`config.mk`:
```
export PLATFORM = sky130hd
export DESIGN_NAME = simd_sra_unit
export DESIGN_NICKNAME = d
export VERILOG_FILES = /design/src/rtl/sra_pkg.sv /design/src/rtl/sra_count_sat.sv /design/src/rtl/sra_lane.sv /design/src/rtl/simd_sra_unit.sv
export SDC_FILE = /design/constraint.sdc
export NUM_CORES = 1
export LEC_CHECK = 0
export ABC_AREA = 0
export BUFFER_PORTS_ARGS = -buffer_cell sky130_fd_sc_hd__buf_2
export CELL_PAD_IN_SITES_DETAIL_PLACEMENT = 0
export CELL_PAD_IN_SITES_GLOBAL_PLACEMENT = 1
export CORE_MARGIN = 2
export CORE_UTILIZATION = 49
export CTS_CLUSTER_SIZE = 40
export DETAILED_ROUTE_END_ITERATION = 7
export HOLD_SLACK_MARGIN = 0.02
export MAX_ROUTING_LAYER = met4
export PLACE_DENSITY_LB_ADDON = 0.1
export RECOVER_POWER = 50
export SLEW_MARGIN = 15
export SYNTH_ARGS = -nofsm -noshare
export SYNTH_HDL_FRONTEND = slang
export SYNTH_HIERARCHICAL = 1
export SYNTH_SLANG_ARGS = --single-unit
```
`constraint.sdc`:
```
create_clock -name clk -period 1.9 [get_ports clk]
set_clock_uncertainty 0.2 [all_clocks]
set_input_delay 0.57 -clock clk [delete_from_list [all_inputs] [get_ports clk]]
set_output_delay 0.57 -clock clk [all_outputs]
set_load 0.01 [all_outputs]
```
`src/rtl/sra_pkg.sv`:
```
package sra_pkg;
   typedef enum logic {
      LANE_16 = 1'b0,
      LANE_32 = 1'b1
   } lane_sel_e;

   localparam int unsigned WORD_W  = 16;
   localparam int unsigned DWORD_W = 32;
endpackage

```
`src/rtl/sra_count_sat.sv`:
```
module sra_count_sat #(
   parameter  int unsigned CNT_W  = 64,
   parameter  int unsigned LANE_W = 16,
   localparam int unsigned AW     = $clog2(LANE_W) + 1
) (
   input  logic [CNT_W-1:0] cnt,
   output logic [AW-1:0]    amt,
   output logic             sat
);
   if (LANE_W < 2 || (LANE_W & (LANE_W - 1)) != 0) begin : g_bad_lane
      $error("sra_count_sat: LANE_W must be a power of two");
   end
   if (CNT_W < AW) begin : g_bad_cnt
      $error("sra_count_sat: CNT_W too narrow for lane width");
   end

   // Full-width unsigned compare: no upper count bit is ever discarded.
   always_comb begin
      sat = (cnt > CNT_W'(LANE_W - 1));
      amt = sat ? AW'(LANE_W) : AW'(cnt[AW-2:0]);
   end
endmodule

```
`src/rtl/sra_lane.sv`:
```
module sra_lane #(
   parameter  int unsigned LANE_W = 16,
   localparam int unsigned AW     = $clog2(LANE_W) + 1
) (
   input  logic [LANE_W-1:0] din,
   input  logic [AW-1:0]     amt,
   output logic [LANE_W-1:0] dout
);
   // A shift amount equal to LANE_W yields a full sign fill.
   always_comb dout = LANE_W'($signed(din) >>> amt);
endmodule

```
`src/rtl/simd_sra_unit.sv`:
```
module simd_sra_unit #(
   parameter  int unsigned VEC_W = 128,
   parameter  int unsigned CNT_W = 64,
   parameter  int unsigned IMM_W = 8,
   localparam int unsigned HALF  = VEC_W / 2,
   localparam int unsigned NW    = VEC_W / sra_pkg::WORD_W,
   localparam int unsigned ND    = VEC_W / sra_pkg::DWORD_W,
   localparam int unsigned AWW   = $clog2(sra_pkg::WORD_W) + 1,
   localparam int unsigned AWD   = $clog2(sra_pkg::DWORD_W) + 1
) (
   input  logic             clk,
   input  logic             rst_n,
   input  logic             in_valid,
   input  logic [VEC_W-1:0] dst_vec,
   input  logic [CNT_W-1:0] cnt_vec,
   input  logic [IMM_W-1:0] imm_cnt,
   input  logic             use_imm,
   input  logic             lane_dw,
   input  logic             wide,
   output logic [VEC_W-1:0] res_vec,
   output logic             out_valid
);
   import sra_pkg::*;

   if (VEC_W % (2 * DWORD_W) != 0) begin : g_bad_vec
      $error("simd_sra_unit: VEC_W must be a multiple of 64");
   end
   if (IMM_W > CNT_W) begin : g_bad_imm
      $error("simd_sra_unit: IMM_W must not exceed CNT_W");
   end

   logic [CNT_W-1:0] cnt_sel;
   logic [AWW-1:0]   amt_w;
   logic [AWD-1:0]   amt_d;
   logic             sat_w, sat_d;
   logic [VEC_W-1:0] word_res, dw_res, next_res;
   lane_sel_e        lane_sel;

   assign lane_sel = lane_sel_e'(lane_dw);
   assign cnt_sel  = use_imm ? CNT_W'(imm_cnt) : cnt_vec;

   sra_count_sat #(.CNT_W(CNT_W), .LANE_W(WORD_W)) u_sat_w (
      .cnt(cnt_sel), .amt(amt_w), .sat(sat_w));
   sra_count_sat #(.CNT_W(CNT_W), .LANE_W(DWORD_W)) u_sat_d (
      .cnt(cnt_sel), .amt(amt_d), .sat(sat_d));

   for (genvar g = 0; g < NW; g++) begin : g_word
      sra_lane #(.LANE_W(WORD_W)) u_lane (
         .din (dst_vec[g*WORD_W +: WORD_W]),
         .amt (amt_w),
         .dout(word_res[g*WORD_W +: WORD_W]));
   end

   for (genvar g = 0; g < ND; g++) begin : g_dword
      sra_lane #(.LANE_W(DWORD_W)) u_lane (
         .din (dst_vec[g*DWORD_W +: DWORD_W]),
         .amt (amt_d),
         .dout(dw_res[g*DWORD_W +: DWORD_W]));
   end

   always_comb begin
      next_res = (lane_sel == LANE_32) ? dw_res : word_res;
      if (!wide) next_res[VEC_W-1:HALF] = '0;
   end

   always_ff @(posedge clk or negedge rst_n) begin
      if (!rst_n) begin
         res_vec   <= '0;
         out_valid <= 1'b0;
      end else begin
         out_valid <= in_valid;
         if (in_valid) res_vec <= next_res;
      end
   end

   // strobe follows each accepted input by one cycle
   p_valid_follows_r8: assert property (@(posedge clk) disable iff (!rst_n)
      in_valid |=> out_valid);
   // no strobe without an input one cycle earlier
   p_valid_needs_in_r8: assert property (@(posedge clk) disable iff (!rst_n)
      out_valid |-> $past(in_valid));
   // upper half is zero in narrow mode
   p_upper_zero_r7: assert property (@(posedge clk) disable iff (!rst_n)
      (out_valid && $past(!wide)) |-> (res_vec[VEC_W-1:HALF] == '0));

   for (genvar g = 0; g < NW; g++) begin : g_chk_w
      // saturated word lanes are pure sign fill
      p_word_fill_r3: assert property (@(posedge clk) disable iff (!rst_n)
         (out_valid && $past(sat_w && !lane_dw)) |->
         (res_vec[g*WORD_W +: WORD_W] ==
          {WORD_W{res_vec[g*WORD_W + WORD_W - 1]}}));
   end
   for (genvar g = 0; g < ND; g++) begin : g_chk_d
      // saturated doubleword lanes are pure sign fill
      p_dword_fill_r4: assert property (@(posedge clk) disable iff (!rst_n)
         (out_valid && $past(sat_d && lane_dw)) |->
         (res_vec[g*DWORD_W +: DWORD_W] ==
          {DWORD_W{res_vec[g*DWORD_W + DWORD_W - 1]}}));
   end
endmodule

```
### Word-level counts from Yosys, hierarchy flattened

Cells that the tools add are included.
Widths: inputs -> output; s select.

* word-level logic and storage cells: 21
* flip-flop bits (word level): 129
* output and inout port bits: 129
* input port bits: 206

* $lt $le $gt $ge: 2
* shift operators: 12
* muxes and demuxes: 5

Operators by type and width (number)
* $mux 128: 1
* $mux 64: 2
* $sshr 16x5->16: 8
* $sshr 32x6->32: 4
* $gt 64x4->1 const B: 1
* $gt 64x5->1 const B: 1
* $mux 6: 1
* $mux 5: 1

### Logic depth before layout (Yosys ltp)

* word-level depth: 6
* mapped depth: 17
* depth with buffers taken out: 11

### Hierarchy

The synthesis kept the hierarchy.

Modules (own cells, without submodules)
* sra_lane (g_dword[0].u_lane ...): cells an instance 259, area an instance 2220.9 um2, times used 4, sequential area each 0.0 um2
* simd_sra_unit: cells an instance 626, area an instance 6563.8 um2, times used 1, sequential area each 3228.1 um2
* sra_lane (g_word[0].u_lane ...): cells an instance 85, area an instance 763.2 um2, times used 8, sequential area each 0.0 um2
* sra_count_sat (u_sat_d): cells an instance 27, area an instance 177.7 um2, times used 1, sequential area each 0.0 um2
* sra_count_sat (u_sat_w): cells an instance 26, area an instance 172.7 um2, times used 1, sequential area each 0.0 um2

### Least setup slack after synthesis

Ideal clock, no wire load.

* path type: input -> register
* from: input use_imm
* to: register res_vec[97]
* setup time: 141 ps
* data arrival time: 3858 ps
* buffers on the path: 3
* data required time: 1559 ps
* stages: 14
* path slack: -2299 ps
* cell sequence: buf_2 buf_2 mux2_2 nor4_1 nand4_1 nor4_2 and2_1 buf_2 mux4_2 mux2_2 nand2_1 o211ai_1 mux2i_1 o22ai_1

* cells in the longest elaborated chain, start to end: 6
* elaborated cells between the ends (all ways): 9
* those cells by class: 2 x order compare; 2 x shift; 5 x mux

Ends and longest elaborated chain
* start: declaration: line simd_sra_unit.sv:17 `input logic use_imm,`
* $mux 64: line simd_sra_unit.sv:40 `assign cnt_sel = use_imm ? CNT_W'(imm_cnt) : cnt_vec;`
* net cnt_sel[7]: line simd_sra_unit.sv:32 `logic [CNT_W-1:0] cnt_sel;`
* $gt 64x4->1: line sra_count_sat.sv:19 `sat = (cnt > CNT_W'(LANE_W - 1));`
* $mux 5: line sra_count_sat.sv:20 `amt = sat ? AW'(LANE_W) : AW'(cnt[AW-2:0]);`
* net amt_w[1]: line simd_sra_unit.sv:33 `logic [AWW-1:0] amt_w;`
* $sshr 16x5->16: line sra_lane.sv:10 `always_comb dout = LANE_W'($signed(din) >>> amt);`
* net word_res[97]: line simd_sra_unit.sv:36 `logic [VEC_W-1:0] word_res, dw_res, next_res;`
* $mux 128: line simd_sra_unit.sv:62 `next_res = (lane_sel == LANE_32) ? dw_res : word_res;`
* $mux 64: line simd_sra_unit.sv:63 `if (!wide) next_res[VEC_W-1:HALF] = '0;`
* end signal: assignment: line simd_sra_unit.sv:72 `if (in_valid) res_vec <= next_res;`
* end: declaration: line simd_sra_unit.sv:20 `output logic [VEC_W-1:0] res_vec,`

The timed path passes the listed nets, and every way through them passes these cells.
A chain may end at the register's enable or synchronous reset.

### Worst setup path in the final report

* from: input use_imm
* to: register res_vec[68]

Same word-level chain as after synthesis.

==> impl_metrics.tcl <==
set metrics [dict create \
    antenna_found_initial 6 \
    multiInputGateArea_mm2 0.0195 \
    gp_congestion 1.05 \
    drive_gt1_frac 0.590 \
    cts_tree "done" \
    end_kind "flip-flop" \
    grtUsageTotal 0.430 \
    cp_cell_sequence "buf_12, buf_8, buf_6, mux2_4, nor4_4, nand4_1, nor4_4, buf_4, and2_4, buf_12, clkbuf_16, buf_8, buf_4, mux4_2, mux2i_1, a221oi_1, mux2i_1, o22ai_1" \
    rsz0062_at_grt "yes" \
    clk_latency_ns 0.49 \
    port_buffers 334 \
    grt_pass1_wl_mm 151 \
    cp.required_ns 2.12 \
    synth_area_leaders "mux4_2, mux2i_1, dfrtp_1" \
    slew_headroom 0.465 \
    drc 0 \
    yosysWarnings 6 \
    placed_cells 3796 \
    grt_max_degree 65 \
    area_growth_pct 61.9 \
    die_w_um 215 \
    violations "setup timing" \
    stdcell_count 4044 \
    ys_ff_latch 129 \
    synth_area_mm2 0.0219 \
    critPathKind "input pin to flip-flop" \
    cap_violations 0 \
    finalSetupTns_ns -238.58 \
    leakage_nw 14.8 \
    fmax_mhz 242 \
    synth.distinct_cells 62 \
    worstMarginPinSlew_ns 0.780 \
    synth_nets 2601 \
    use_met3 0.0833 \
    start_util 0.496 \
    grt_pass1_vias 25758 \
    dieArea_mm2 0.0464 \
    synth-main-ff-cell "dfrtp_1" \
    grt_busiest_layer "met2" \
    wl_per_cell_um 27.0 \
    drt_iter0_drc 3075 \
    synth_edf_count 0 \
    rows 77 \
    clk_pin_slew_worst_paths_ns 0.08 \
    clock_sinks 129 \
    core_mm2 0.0441 \
    min_path_type "input pin to flip-flop" \
    max_stage_delay_ns 0.63 \
    critPathLaunchType "input pin" \
    io_pins 335 \
    root_buffer "clkbuf_16" \
    nFillCells 2781 \
    yosysTopAreaCell "mux4_2" \
    final_hold_viol_count 0 \
    power.density_mw_per_mm2 323 \
    cts_buffers 17 \
    cpMaxStageDelayCell "a221oi_1" \
    htree_levels 4 \
    synth-seq-area-share 0.147 \
    ant_nets 0 \
    grt_use_met1 0.525 \
    wirelength_mm 109 \
    fin_crit_sh 2.17 \
    slew_viol_final 0 \
    final_util 0.804 \
    vias 27453 \
    worstPathArrival_ns 4.35 \
    grtUsageMet2 0.677 \
    synth_most_common_cell "mux2i_1" \
    outcome "finished, violations left" \
    clockBufferDepth 2 \
    netlist.area_leader.share 0.177 \
    vdd_drop_max_mv 0.703 \
    ff_latch_area_mm2 0.00323 \
    hpwl_mm 73.4 \
    netlist_instances 2395 \
    critPathMaxFanout 8 \
    dp_slack_ns -2.94 \
    syn_area_per_cell_um2 9.15 \
    async_flop_share 1.00 \
    setup_viol 125 \
    fin_crit_ns 4.13 \
    postLayoutSetupSlackWorst_ns -2.23 \
    grt_overflow_total 0 \
    synth_top_cells_by_count "mux2i_1, nor2_1, mux4_2" \
    drt_pass1_iterations 7 \
    die_y_um 215 \
    nNetsFinal 3637 \
    drt-vias-per-instance 6.79 \
]
==> cells in the final DEF, fill, tap and decap left out, drive strengths merged, types with 16 or more instances in the layout <==
cell / instances
a21o: 20
o221ai: 16
nor2b: 88
buf: 1255
mux4: 188
o211ai: 24
o21ai: 76
nand3: 18
a211o: 16
nand4: 22
clkbuf: 34
nand2b: 52
mux2i: 364
a221oi: 32
or3: 28
and2: 33
o31ai: 36
nor4: 39
a22o: 16
o22ai: 92
nor2: 192
nor3: 21
inv: 92
dfrtp: 129
a31oi: 20
or2: 20
mux2: 112
a21oi: 164
nand2: 105
==> critical path, delay by kind of cell <==
family / cells / cell delay, ns
buffers and inverters: 8 / 1.12
and+or+nand+nor: 4 / 1.07
muxes: 4 / 0.80
AOI/OAI and AO/OA: 2 / 0.80
==> final timing paths <==
check,slack [ns],cells past startpoint,startpoint,to
max in group asynchronous,0.15,3,rst_n,res_vec[101]$_DFFE_PN0P_
min,0.24,2,in_valid,res_vec[90]$_DFFE_PN0P_
max reg2reg,0.93,2,res_vec[68]$_DFFE_PN0P_,res_vec[68]$_DFFE_PN0P_
max,-2.23,18,use_imm,res_vec[68]$_DFFE_PN0P_
min reg2reg,0.32,2,res_vec[20]$_DFFE_PN0P_,res_vec[20]$_DFFE_PN0P_
min in group asynchronous,0.41,2,rst_n,res_vec[46]$_DFFE_PN0P_
==> flip-flops by register name, summed over array words and instances (netlist names) <==
name / count
res_vec: 128
out_valid: 1
==> final cells by class <==
cell class	instances	share of cell area
clock inverter	15	0.00462
timing repair buffer	1275	0.313
clock buffer	17	0.0120
multi-input combinational	1926	0.549
sequential	129	0.0910
tap	592	0.0209
antenna	8	0.000564
inverter	82	0.00903
==> through the flow <==
step	power (mW)	hold WS [ns]	area (um2)
after floorplan	5.12	0.0744	22100
after global placement	7.07	0.263	29000
after detailed placement	7.14	0.252	29000
after CTS	11.0	0.197	32500
after global routing	11.8	0.233	35500
final	11.5	0.239	35500
==> logic make-up after synthesis <==
group           synth area share
compound gates             0.192
flops                      0.147
buf+inv                   0.0917
mux                        0.421
simple gates               0.148
==> power by group <==
| group | total [mW] | internal, mW | switching (mW) |
|---|---|---|---|
| sequential | 3.20 | 3.01 | 0.189 |
| combinational | 4.71 | 2.21 | 2.50 |
| clock | 3.54 | 1.86 | 1.67 |
==> per-layer routing <==
layer,routed length [um],up-vias
met5,0,-
met4,7550,0
met3,11400,616
met2,50100,2065
met1,40200,13342
li1,-,11430
==> what timing repair did <==
| item | CTS | global route |
|---|---|---|
| buffers inserted | 97 | 112 |
| resized for setup | 406 | 497 |
| hold endpoints to repair | 54 | 0 |
| cloned | 16 | 12 |
| setup endpoints to repair | 124 | 124 |
| pin swaps | 105 | 151 |
| hold buffers | 1 | 0 |
No activity file was read; power rests on OpenSTA's default activity.
